## src/rtl/tac_pkg.sv

```systemverilog
// Shared definitions for the thermal alarm control block.
// Assumes: two address bits select one of four registers.
package tac_pkg;

    typedef enum logic [1:0] {
        REG_CTL   = 2'd0,
        REG_HIGH  = 2'd1,
        REG_LOW   = 2'd2,
        REG_CRIT  = 2'd3
    } reg_addr_e;

    // control register bit positions
    localparam int B_CRIT_PROT = 7;
    localparam int B_WIN_PROT  = 6;
    localparam int B_CLEAR     = 5;
    localparam int B_STATUS    = 4;
    localparam int B_PIN_EN    = 3;
    localparam int B_CRIT_ONLY = 2;
    localparam int B_MODE      = 0;

    typedef struct packed {
        logic pin_en;
        logic crit_only;
        logic irq_mode;
    } evt_ctl_t;

endpackage

```

## src/rtl/tac_cfg_regs.sv

```systemverilog
// Control register and the three alarm limits, with sticky protect bits.
// Assumes: TEMP_W >= 8 so the control byte fits the data port; reset is power-on.
module tac_cfg_regs
    import tac_pkg::*;
#(
    parameter int TEMP_W = 11
) (
    input  logic                     clk,
    input  logic                     rst_n,
    input  logic [1:0]               addr,
    input  logic [TEMP_W-1:0]        wdata,
    input  logic                     wr_en,
    output logic                     crit_prot,
    output logic                     win_prot,
    output evt_ctl_t                 ctl,
    output logic                     clr_req,
    output logic signed [TEMP_W-1:0] lim_high,
    output logic signed [TEMP_W-1:0] lim_low,
    output logic signed [TEMP_W-1:0] lim_crit
);

    localparam int N_LIM = 3;

    logic     crit_prot_q, win_prot_q;
    evt_ctl_t ctl_q;
    logic     ctl_wr;
    logic     any_prot;
    logic signed [TEMP_W-1:0] lim_q [N_LIM];

    assign ctl_wr   = wr_en && (addr == REG_CTL);
    assign any_prot = crit_prot_q || win_prot_q;

    // Protect bits are set-only; control bits are writable while unprotected.
    always_ff @(posedge clk) begin
        if (!rst_n) begin
            crit_prot_q <= 1'b0;
            win_prot_q  <= 1'b0;
            ctl_q       <= '0;
        end else if (ctl_wr) begin
            if (wdata[B_CRIT_PROT]) crit_prot_q <= 1'b1;
            if (wdata[B_WIN_PROT])  win_prot_q  <= 1'b1;
            if (!any_prot) begin
                ctl_q.pin_en    <= wdata[B_PIN_EN];
                ctl_q.crit_only <= wdata[B_CRIT_ONLY];
                ctl_q.irq_mode  <= wdata[B_MODE];
            end
        end
    end

    // One limit register per address 1..3; index 2 is the critical limit.
    for (genvar i = 0; i < N_LIM; i++) begin : g_lim
        localparam logic [1:0] MY_ADDR = 2'(i + 1);
        logic locked;
        assign locked = (i == N_LIM - 1) ? crit_prot_q : win_prot_q;

        // Load the limit on an unprotected write to its address.
        always_ff @(posedge clk) begin
            if (!rst_n)
                lim_q[i] <= '0;
            else if (wr_en && (addr == MY_ADDR) && !locked)
                lim_q[i] <= $signed(wdata);
        end
    end

    assign crit_prot = crit_prot_q;
    assign win_prot  = win_prot_q;
    assign ctl       = ctl_q;
    assign clr_req   = ctl_wr && wdata[B_CLEAR];
    assign lim_high  = lim_q[0];
    assign lim_low   = lim_q[1];
    assign lim_crit  = lim_q[2];

    a_r2_crit_prot_sticky: assert property (@(posedge clk) disable iff (!rst_n)
        crit_prot_q |=> crit_prot_q);
    a_r2_crit_lim_frozen: assert property (@(posedge clk) disable iff (!rst_n)
        crit_prot_q |=> $stable(lim_crit));
    a_r3_win_prot_sticky: assert property (@(posedge clk) disable iff (!rst_n)
        win_prot_q |=> win_prot_q);
    a_r3_win_lims_frozen: assert property (@(posedge clk) disable iff (!rst_n)
        win_prot_q |=> ($stable(lim_high) && $stable(lim_low)));
    a_r4_ctl_frozen: assert property (@(posedge clk) disable iff (!rst_n)
        (crit_prot_q || win_prot_q) |=> $stable(ctl));

endmodule

```

## src/rtl/tac_compare.sv

```systemverilog
// Registers the window and critical flags for each valid temperature sample.
// Assumes: signed two's-complement operands of equal width; flags hold between samples.
module tac_compare #(
    parameter int TEMP_W = 11
) (
    input  logic                     clk,
    input  logic                     rst_n,
    input  logic signed [TEMP_W-1:0] temp,
    input  logic                     temp_vld,
    input  logic signed [TEMP_W-1:0] lim_high,
    input  logic signed [TEMP_W-1:0] lim_low,
    input  logic signed [TEMP_W-1:0] lim_crit,
    output logic                     win_hit,
    output logic                     crit_hit
);

    // Strict signed comparisons, captured on the sample strobe.
    always_ff @(posedge clk) begin
        if (!rst_n) begin
            win_hit  <= 1'b0;
            crit_hit <= 1'b0;
        end else if (temp_vld) begin
            win_hit  <= (temp > lim_high) || (temp < lim_low);
            crit_hit <= (temp > lim_crit);
        end
    end

    a_r6_flags_hold: assert property (@(posedge clk) disable iff (!rst_n)
        !temp_vld |=> ($stable(win_hit) && $stable(crit_hit)));

endmodule

```

## src/rtl/tac_event.sv

```systemverilog
// Event state: follows the condition in comparator mode, latches on a rising condition in interrupt mode.
// Assumes: clr_req is a single-cycle write strobe from the control register.
module tac_event
    import tac_pkg::*;
(
    input  logic     clk,
    input  logic     rst_n,
    input  logic     win_hit,
    input  logic     crit_hit,
    input  evt_ctl_t ctl,
    input  logic     clr_req,
    output logic     evt_active
);

    logic cond, cond_q, evt_q;

    assign cond = ctl.crit_only ? crit_hit : (win_hit || crit_hit);

    // Track the previous condition and update the event per mode.
    always_ff @(posedge clk) begin
        if (!rst_n) begin
            cond_q <= 1'b0;
            evt_q  <= 1'b0;
        end else begin
            cond_q <= cond;
            if (!ctl.irq_mode)
                evt_q <= cond;
            else if (clr_req)
                evt_q <= 1'b0;
            else if (cond && !cond_q)
                evt_q <= 1'b1;
        end
    end

    assign evt_active = evt_q;

    a_r9_irq_clear: assert property (@(posedge clk) disable iff (!rst_n)
        (ctl.irq_mode && clr_req) |=> !evt_q);
    a_r9_irq_hold: assert property (@(posedge clk) disable iff (!rst_n)
        (ctl.irq_mode && evt_q && !clr_req) |=> evt_q);
    a_r8_cmp_quiet: assert property (@(posedge clk) disable iff (!rst_n)
        (!ctl.irq_mode && !win_hit && !crit_hit) |=> !evt_q);

endmodule

```

## src/rtl/thermal_alarm_ctrl.sv

```systemverilog
// Top: register file, sample comparison, event state and the active-low pin.
// Assumes: TEMP_W >= 8; rdata is a combinational read of addr.
module thermal_alarm_ctrl
    import tac_pkg::*;
#(
    parameter int TEMP_W = 11
) (
    input  logic                     clk,
    input  logic                     rst_n,
    input  logic [1:0]               addr,
    input  logic [TEMP_W-1:0]        wdata,
    input  logic                     wr_en,
    output logic [TEMP_W-1:0]        rdata,
    input  logic signed [TEMP_W-1:0] temp,
    input  logic                     temp_vld,
    output logic                     event_n
);

    localparam int PAD_W = TEMP_W - 8;

    logic     crit_prot, win_prot, clr_req;
    evt_ctl_t ctl;
    logic signed [TEMP_W-1:0] lim_high, lim_low, lim_crit;
    logic     win_hit, crit_hit, evt_active, pin_on;
    logic [7:0] ctl_byte;

    tac_cfg_regs #(.TEMP_W(TEMP_W)) cfg_i (
        .clk(clk), .rst_n(rst_n), .addr(addr), .wdata(wdata), .wr_en(wr_en),
        .crit_prot(crit_prot), .win_prot(win_prot), .ctl(ctl), .clr_req(clr_req),
        .lim_high(lim_high), .lim_low(lim_low), .lim_crit(lim_crit)
    );

    tac_compare #(.TEMP_W(TEMP_W)) cmp_i (
        .clk(clk), .rst_n(rst_n), .temp(temp), .temp_vld(temp_vld),
        .lim_high(lim_high), .lim_low(lim_low), .lim_crit(lim_crit),
        .win_hit(win_hit), .crit_hit(crit_hit)
    );

    tac_event evt_i (
        .clk(clk), .rst_n(rst_n), .win_hit(win_hit), .crit_hit(crit_hit),
        .ctl(ctl), .clr_req(clr_req), .evt_active(evt_active)
    );

    assign pin_on  = ctl.pin_en && evt_active;
    assign event_n = !pin_on;

    assign ctl_byte = {crit_prot, win_prot, 1'b0, pin_on,
                       ctl.pin_en, ctl.crit_only, 1'b0, ctl.irq_mode};

    // Combinational read mux over the four registers.
    always_comb begin
        unique case (reg_addr_e'(addr))
            REG_CTL:  rdata = {{PAD_W{1'b0}}, ctl_byte};
            REG_HIGH: rdata = lim_high;
            REG_LOW:  rdata = lim_low;
            default:  rdata = lim_crit;
        endcase
    end

    a_r10_pin_needs_enable: assert property (@(posedge clk) disable iff (!rst_n)
        !event_n |-> (ctl.pin_en && evt_active));
    a_r5_status_tracks_pin: assert property (@(posedge clk) disable iff (!rst_n)
        (addr == REG_CTL) |-> (rdata[B_STATUS] == !event_n));

endmodule

```

## config.mk

```make
export PLATFORM = sky130hd
export DESIGN_NAME = thermal_alarm_ctrl
export DESIGN_NICKNAME = d
export VERILOG_FILES = /design/src/rtl/tac_pkg.sv /design/src/rtl/tac_cfg_regs.sv /design/src/rtl/tac_compare.sv /design/src/rtl/tac_event.sv /design/src/rtl/thermal_alarm_ctrl.sv
export SDC_FILE = /design/constraint.sdc
export NUM_CORES = 1
export LEC_CHECK = 0
export BUFFER_PORTS_ARGS = -buffer_cell sky130_fd_sc_hd__clkbuf_2
export CAP_MARGIN = 25
export CORE_ASPECT_RATIO = 0.8
export CORE_UTILIZATION = 45
export DETAILED_ROUTE_END_ITERATION = 7
export PLACE_DENSITY = 0.68
export RECOVER_POWER = 25
export SLEW_MARGIN = 20
export SYNTH_ARGS = -nofsm -noshare
export SYNTH_HDL_FRONTEND = slang
export SYNTH_HIERARCHICAL = 1
export SYNTH_SLANG_ARGS = --single-unit
```

## constraint.sdc

```tcl
create_clock -name clk -period 1.95 [get_ports clk]
set_input_delay 0.195 -clock clk [delete_from_list [all_inputs] [get_ports clk]]
set_output_delay 0.195 -clock clk [all_outputs]
set_load 0.005 [all_outputs]
```

==> results by stage, run 1 <==
Logic synthesis:
- After Yosys synthesis, XOR and XNOR cells account for 0% of the synthesized area.
- The count of cell types in the netlist is 46.
- The largest family of logic cells by synthesized area is simple AND/OR/NAND/NOR gates.
- The post-synthesis average cell area is 11.06 um^2.
- Synthesis produced 252 cells.
- Counting flops with a built-in enable in the synthesized netlist gives 33.
- The sequential fraction of the synthesis area is between 40% and 50%.
- The synthesized netlist devotes between 10% and 20% of its cell area to simple gates.
- For this run, the number of Yosys warnings is 6.
- The fraction of the mapped netlist area in compound gates is 10.91%.
- The portion of netlist area occupied by mux cells is 8.756%.
- The post-synth design cell area is approximately 2800 um^2.
- The post-synthesis adder-cell area fraction is 14.37%.
- For this run, asynchronously set or reset flops after synthesis account for 0%.
- After synthesis the netlist holds a flip-flop and latch count of 42.
- Counting every net in the synthesized netlist gives 312.
- In the synthesized netlist the dominant register cell turns out to be edfxtp_1.

Worst setup path:
- The critical path's largest stage delay is around 400 ps.
- The arrival time at the worst endpoint is slightly above 2000 ps.
- The kind of launch point of the worst setup path is a register.
- The cell with the largest stage delay on the worst path is a2111o_1.
- Traced cell by cell, the critical path runs through inv_1 -> ha_4 -> a21o_1 -> a2111o_1 -> a221oi_2 -> a2111oi_1 -> a211o_1.
- The register-to-register setup slack is approximately 74 ps.
- Broken down by cell family, the worst path's largest delay share belongs to compound AO/OA/AOI/OAI gates.
- The type of the worst setup path is reg2reg.
- The worst reg2reg path startpoint is cfg_i/lim_q[0][8]$_SDFFCE_PN0P_.
- The worst reg2reg path depth is 7.
- The origin of the worst setup path is cfg_i/lim_q[0][8]$_SDFFCE_PN0P_.
- The required time of the critical path is 2140 ps.
- In this run the worst path has a maximum fanout of 3.
- Following the worst setup path forward leads to its endpoint at cmp_i/win_hit$_SDFFE_PN0P_.
- The worst register-to-register path ends at cmp_i/win_hit$_SDFFE_PN0P_.
- The critical path crosses 7 cells after its start point.
- The buffering stage count on the worst path with inverters included is 1.
- The nature of the critical path endpoint is a register.

Drt:
- The final antenna-violating net count is 0.
- The remaining routing DRC violations is 0.
- For this block, the via count after detailed routing is 2,006.
- The post-detailed-route via-to-cell ratio is slightly above 5.
- The violation count after the first detailed-route iteration is 94.
- In the final routed layout, each cell accounts on average for 16.99 um.
- After detailed routing, the total wire length is roughly 6.6 mm.
- The pre-antenna-repair detailed-routing pass consisted of 4 iterations.

Pwr:
- The sequential cell fraction of total power is 52.3%.
- Of the total power, the share spent switching nets is 27.98%.
- The clock power share is between 20% and 30%.
- In this run the power density over the cells is 631.4 nW/um^2.
- Cell internal power was estimated by the tool at approximately 1.5 mW.
- The leakage power summed over all cells is roughly 1.5 nW.
- Summed over all nets, the switching power comes to approximately 0.57 mW.
- Of the total power, combinational logic draws 19.7%.
- Across the VDD grid, the largest voltage drop is 0.4732 mV.

Timing:
- The count of pins over their slew limit is 0.
- The worst path in the final design needs a cycle of 1876 ps, including I/O delays and setup.
- The post-route clock period utilization is 96.18%.
- The setup-violating endpoint count in the final report is 0.
- Once routing completed, OpenROAD measured the worst setup slack at 74.41 ps.
- Setup repair after global routing left no endpoint under its margin.
- The transition at the pin with the smallest max-transition slack is 567.4 ps.
- The total negative setup slack is 0 ps.
- The achievable clock frequency is 533.2 MHz.
- The post-route clock skew is around 7.7 ps.
- The worst pin sits at a relative slew slack of between 60 and 70%.
- The count of endpoints failing hold in the final timing report came to 0.

Floorplanning:
- The die covers about 6500 um^2.
- The die height is 72.38 um.
- The number of top-level pins is 40.
- The area of the placeable core is slightly below 6000 um^2.
- The die is 89.98 um wide.
- The initial cell density of the core is 46.88%.
- The initialized floorplan defines 25 standard-cell rows.

Placement:
- The count of placed standard cells including taps is 377.
- The last weighted congestion value of the routability-driven placer is slightly above 0.8.
- Prior to clock tree synthesis, the placed netlist has a worst setup slack of around 48 ps.
- The total of buffers placed on input and output ports is 39.
- The half-perimeter wire length after detailed placement is 5.151 mm.

Cells and area:
- For this run, the post-layout net count is 364.
- The fraction of final layout cells sized beyond drive strength 1 is 24.59%.
- The post-layout instance count excluding filler cells is 386.
- Compared with the post-synthesis result, the final layout area differs by 14.95%.
- The final antenna diode count is 0.

GRT:
- The number of global-route vias before repair came to 1,963.
- The initial antenna violation count came to 0.
- The remaining global-route overflow is 0.
- The total routing resource utilization after global routing is 21.90%.
- The global-route wire length before repair is 10.45 mm.
- Entering global routing, the biggest net connects 17 pins.

Worst hold path:
- The worst hold path belongs to the class in2reg.

CTS:
- The worst-skew pair later-pin latency is 300 ps.
- The clock tree root buffer cell is clkbuf_8.
- Counting the buffers created by CTS gives 5.
- After clock tree synthesis, the clock-pin slew on the worst setup and hold paths is 90 ps.
- The H-tree was split into 2 levels.
- TritonCTS built the clock tree.
- Counting along the longest clock path gives a buffer depth of 2.
- The number of sinks handled by clock tree synthesis is 42.
- The hold buffer count at cts is 0.

Run:
- The max-cap violation count is 0.

Status:
- The flow ran to the end, and the final reports show no timing, DRC or antenna violations.
[placed cells by master, fill, tap and decap left out, types with 2 or more instances in the layout]
cell type  netlist  layout
nor2_1           8       8
nand4_1          3       3
mux4_1           2       2
clkbuf_8         0       5
nand2_1         13      13
buf_4            1      10
and2_1          35      31
clkinv_2         0       2
ha_1            32      31
clkbuf_1         1       3
nand4b_1         2       2
edfxtp_1        33      33
inv_1           37      37
o21ai_0          8       7
mux2_4           4       4
nand2b_1         4       4
clkbuf_2         0      39
o2111ai_1        2       2
o211ai_2         2       2
dfxtp_1          9       9
mux2i_1          3       3
nor3_1           2       3
o21ai_1          1       3
mux4_2           4       4
a22o_1           5       5
and2_0           0       4
a21o_1           3       3
a21oi_1         11      11
[cell usage after synthesis (2+ instances only)]
cell type / instances / area share [%]
edfxtp_1: 33 / 36
nor2_1: 8 / 1.1
nand2b_1: 4 / 0.90
nor3_1: 2 / 0.36
inv_1: 37 / 5.0
o21ai_0: 8 / 1.4
nand2_1: 13 / 1.8
nor3_2: 2 / 0.72
o211ai_2: 2 / 0.90
o21ai_2: 2 / 0.63
dfxtp_1: 9 / 6.5
nand4_1: 3 / 0.67
mux2_4: 4 / 2.2
and2_1: 35 / 7.9
o2111ai_1: 2 / 0.63
a21oi_1: 11 / 2.0
a22o_1: 5 / 1.6
ha_1: 32 / 14
nor3b_4: 2 / 1.3
buf_2: 3 / 0.54
a21o_1: 3 / 0.81
mux2i_1: 3 / 1.1
mux4_1: 2 / 1.9
mux4_2: 4 / 3.2
nand4b_1: 2 / 0.63
[timing repair]
action | in CTS | in global routing
setup endpoints to repair | 0 | 1
gates resized for setup | 0 | 1
setup buffers | 0 | 1
[worst min-delay path by stage]
stage | end | cells past startpoint | from
5_1_grt | cfg_i/ctl[1]$_SDFFE_PN0P_ | 3 | wdata[2]
4_1_cts | cfg_i/ctl[1]$_SDFFE_PN0P_ | 3 | wdata[2]
3_3_place_gp | cfg_i/ctl[2]$_SDFFE_PN0P_ | 3 | wdata[3]
2_1_floorplan | evt_i/cond_q$_SDFF_PN0_ | 2 | rst_n
6_report | cfg_i/ctl[1]$_SDFFE_PN0P_ | 3 | wdata[2]
3_5_place_dp | cfg_i/ctl[0]$_SDFFE_PN0P_ | 3 | wdata[0]
[metrics by stage]
step | area [um^2] | hold WS (ps) | total power [mW] | utilization (%)
floorplan | 2786 | 307.4 | 1.311 | -
global placement | 3128 | 461.0 | 1.470 | 52.63
detailed placement | 3128 | 471.9 | 1.480 | 52.63
CTS | 3211 | 143.7 | 2.031 | 54.02
global route | 3203 | 153.1 | 2.131 | 53.89
finish | 3203 | 145.8 | 2.022 | 53.89
[state kept, by name, summed over array words and instances (netlist names)]
signal and cells:
cfg_i/lim_q 33, cfg_i/crit_prot 1, cfg_i/win_prot 1, cfg_i/ctl 3
cmp_i/win_hit 1, cmp_i/crit_hit 1, evt_i/evt_active 1, evt_i/cond_q 1
[power groups by stage]
stage	clock network [mW]	logic (mW)	registers (mW)
after floorplan	0	0.246	1.07
after global placement	0	0.394	1.08
after detailed placement	0	0.401	1.08
after CTS	0.570	0.403	1.06
after global routing	0.617	0.450	1.06
final	0.566	0.399	1.06
[final cells by class]
cell class              instances  area (um^2)
multi-input cells             167         1431
clock buffers                   6        72.57
well taps                      81        101.3
inverters                      37        138.9
clock inverters                 2        10.01
flip-flops and latches         42         1171
repair buffers                 51        277.8
fillers                       558         2740
[routing by layer]
layer | part of all wire (%) | GRT usage [%]
met4 | 1.2 | 6.989
met1 | 53 | 33.36
met3 | 3.7 | 3.354
met2 | 42 | 31.88
met5 | 0 | 0
[kinds of logic (layout without fill, tap and decap cells)]
family          Yosys count  in the layout
simple gates             79             79
buf+inv                  43             96
compound gates           42             42
flops                    42             42
fa+ha+maj                32             32
mux                      14             14
[worst reg2reg max path: cells and delay by family (launching register included)]
family / cells / cell delay, ps
AOI/OAI and AO/OA: 5 / 1080
DFF: 1 / 390
buffers and inverters: 1 / 100
adders and majority gates: 1 / 200
No activity file was read; power rests on OpenSTA's default activity.
==> run 2, diff against run 1 <==
==> constraint.sdc (replaced) <==
create_clock -name clk -period 1.95 [get_ports clk]
set_input_delay 0.39 -clock clk [delete_from_list [all_inputs] [get_ports clk]]
set_output_delay 0.39 -clock clk [all_outputs]
set_load 0.005 [all_outputs]
==> results by stage, run 2 (synthesis gave the netlist of run 1 again) <==
Timing:
- The setup-violating endpoint count in the final report is 0 (unchanged).
- The total negative setup slack is 0 ps (unchanged).
- The count of pins over their slew limit was 0 (unchanged).
- The post-route clock period utilization was 97.32% (was 96.18%).
- The transition at the pin with the smallest max-transition slack came to 806.2 ps (was 567.4 ps).
- The final critical delay including setup and external delays is 1898 ps (was 1876 ps).
- The worst slew slack as a fraction of its limit came to 46.05% (was 62.18%).
- The count of endpoints failing hold in the final timing report is 0 (unchanged).
- The post-route clock skew is 6.345 ps (was 7.679 ps).
- RSZ-0062 raised after global routing: yes (was no).
- The achievable clock frequency came to 527.0 MHz (was 533.2 MHz).
- The minimum hold slack was 348.8 ps (was 145.8 ps).

GRT:
- The initial antenna violation count is 0 (unchanged).
- The pin count of the biggest net entering global routing came to 16 (was 17).
- The total routing resource utilization after global routing is 21.35% (was 21.90%).
- The global-route wire length before repair is 10.30 mm (was 10.45 mm).
- The number of global-route vias before repair is 1,972 (was 1,963).
- The remaining global-route overflow is 0 (unchanged).

Pwr:
- The maximum vdd drop is 0.3829 mV (was 0.4732 mV).
- The total power per unit cell area is 634.7 nW/um^2 (was 631.4 nW/um^2).
- The overall power after layout came to 2.062 mW (was 2.022 mW).
- The leakage power summed over all cells came to 1.466 nW (was 1.452 nW).

Drt:
- The first-pass iteration count of the detailed router is 4 (unchanged).
- The violation count after the first detailed-route iteration is 134 (was 94).
- The total routed wirelength came to 6.613 mm (was 6.558 mm).
- The remaining routing DRC violations is 0 (unchanged).
- The final antenna-violating net count is 0 (unchanged).
- The post-detailed-route via-to-cell ratio was 5.319 (was 5.197).
- The number of vias after detailed routing is 2,069 (was 2,006).
- The mean routed wirelength per cell is 17.00 um (was 16.99 um).

Placement:
- The placement-stage cell area is 3171 um^2 (was 3128 um^2).
- The last weighted congestion value of the routability-driven placer is 0.8404 (was 0.8201).
- The total of buffers placed on input and output ports is 39 (unchanged).
- The half-perimeter wire length after detailed placement is 5.267 mm (was 5.151 mm).

CTS:
- The number of CTS-inserted buffers is 5 (unchanged).
- The number of H-tree levels is 2 (unchanged).
- The clock-pin transition on the worst setup and hold timing paths came to 80 ps (was 90 ps).
- The worst-skew pair later-pin latency is 300 ps (about the same).
- The number of sinks handled by clock tree synthesis is 42 (unchanged).
- The clock tree root buffer cell is clkbuf_8 (unchanged).
- The hold buffer count at cts was 0 (unchanged).
- The maximum count of clock buffers along a single path was 2 (unchanged).
- The TritonCTS clock tree is built (unchanged).

Floorplanning:
- The initial cell density of the core is 46.88% (unchanged).
- The number of top-level pins is 40 (unchanged).
- The area enclosed by the die boundary is 6512 um^2 (unchanged).
- The area of the placeable core came to 5943 um^2 (unchanged).
- The horizontal extent of the die is 89.98 um (unchanged).
- The number of standard-cell rows in the floorplan is 25 (unchanged).
- The die height was 72.38 um (unchanged).

Worst setup path:
- The nature of the critical path endpoint is an output port (was register).
- The kind of launch point of the worst setup path is an input port (was register).
- The arrival time at the worst endpoint came to 1510 ps (was 2070 ps).
- The type of the worst setup path is in2out (was reg2reg).
- The required time of the critical path is 1560 ps (was 2140 ps).
- The largest fanout on the critical path is 7 (was 3).

Cells and area:
- The utilization of the core after routing is 54.65% (was 53.89%).
- The layout net count is 367 (was 364).
- Commonest cells after routing, fill and taps aside: clkbuf_2, inv_1, edfxtp_1 (unchanged).
- The fraction of final layout cells sized beyond drive strength 1 is 25.32% (was 24.59%).
- The post-synthesis to final-layout area growth was 16.57% (was 14.95%).
- The register ranked first by flip-flop count is cfg_i/lim_q (unchanged).
- The number of flip-flops in the largest register is 33 (unchanged).
- The final antenna diode count came to 0 (unchanged).
- The final design instance area without fill was 3248 um^2 (was 3203 um^2).
- The commonest non-fill, non-tap cell in the layout is clkbuf_2 (unchanged).

Worst hold path:
- The worst hold-check path type is in2reg (unchanged).

Status:
- Result of the run: completed (unchanged).

Run:
- The max-cap violation count is 0 (unchanged).
run 2: cell count changes in the layout (fill, tap and decap cells not counted), sizes merged:
cell	previous run	this run
clkbuf	47	50
buf	10	11
clkinv	2	1
run 2: path summary, 6_finish.rpt:
| path | from | end | slack, ps | cells past startpoint |
|---|---|---|---|---|
| max | addr[1] | rdata[3] | 50 | 3 |
| min | wdata[2] | cfg_i/ctl[1]$_SDFFE_PN0P_ | 350 | 3 |
| max reg2reg | cfg_i/lim_q[0][8]$_SDFFCE_PN0P_ | cmp_i/win_hit$_SDFFE_PN0P_ | 50 | 7 |
| min reg2reg | cfg_i/ctl[2]$_SDFFE_PN0P_ | cfg_i/ctl[2]$_SDFFE_PN0P_ | 480 | 2 |
run 2: worst max-delay path, stage by stage:
cell and delay [ps]:
clkbuf_1 370, mux4_1 610, clkbuf_2 130
run 2: where the power goes:
group | switching, mW | leakage, nW | internal, mW
sequential | 0.0352 | 0.417 | 1.02
combinational | 0.221 | 1.00 | 0.192
clock | 0.305 | 0.0482 | 0.286
total | 0.561 | 1.47 | 1.50
run 2: per-stage QoR:
stage | instances | setup WS, ps
final | 389 | 52.29
after global routing | 389 | 8.920
after CTS | 389 | 40.33
after detailed placement | 381 | -86.79
after global placement | 381 | -30.73
after floorplan | 252 | 91.65
run 2: area by class of cell:
type	count	area [um^2]
clock buffer	7	86.33
clock inverter	1	5.005
fill	571	2695
inverter	37	138.9
multi-input combinational	167	1441
sequential	42	1171
tap	81	101.3
timing repair buffer	54	304.0
run 2: routing by layer:
layer,vias up,GRT usage [%],part of all wire (%)
met5,-,0,0
met4,0,6.631,1.1
met1,994,31.33,51
met3,8,3.983,5.3
li1,1011,-,-
met2,56,32.14,43
run 2: timing repair:
item	4_1_cts	5_1_grt
endpoints found under the setup margin	1	1
setup buffers	0	0
cloned	0	0
hold endpoints to repair	0	0
resized for setup	0	4
pin swaps	1	4
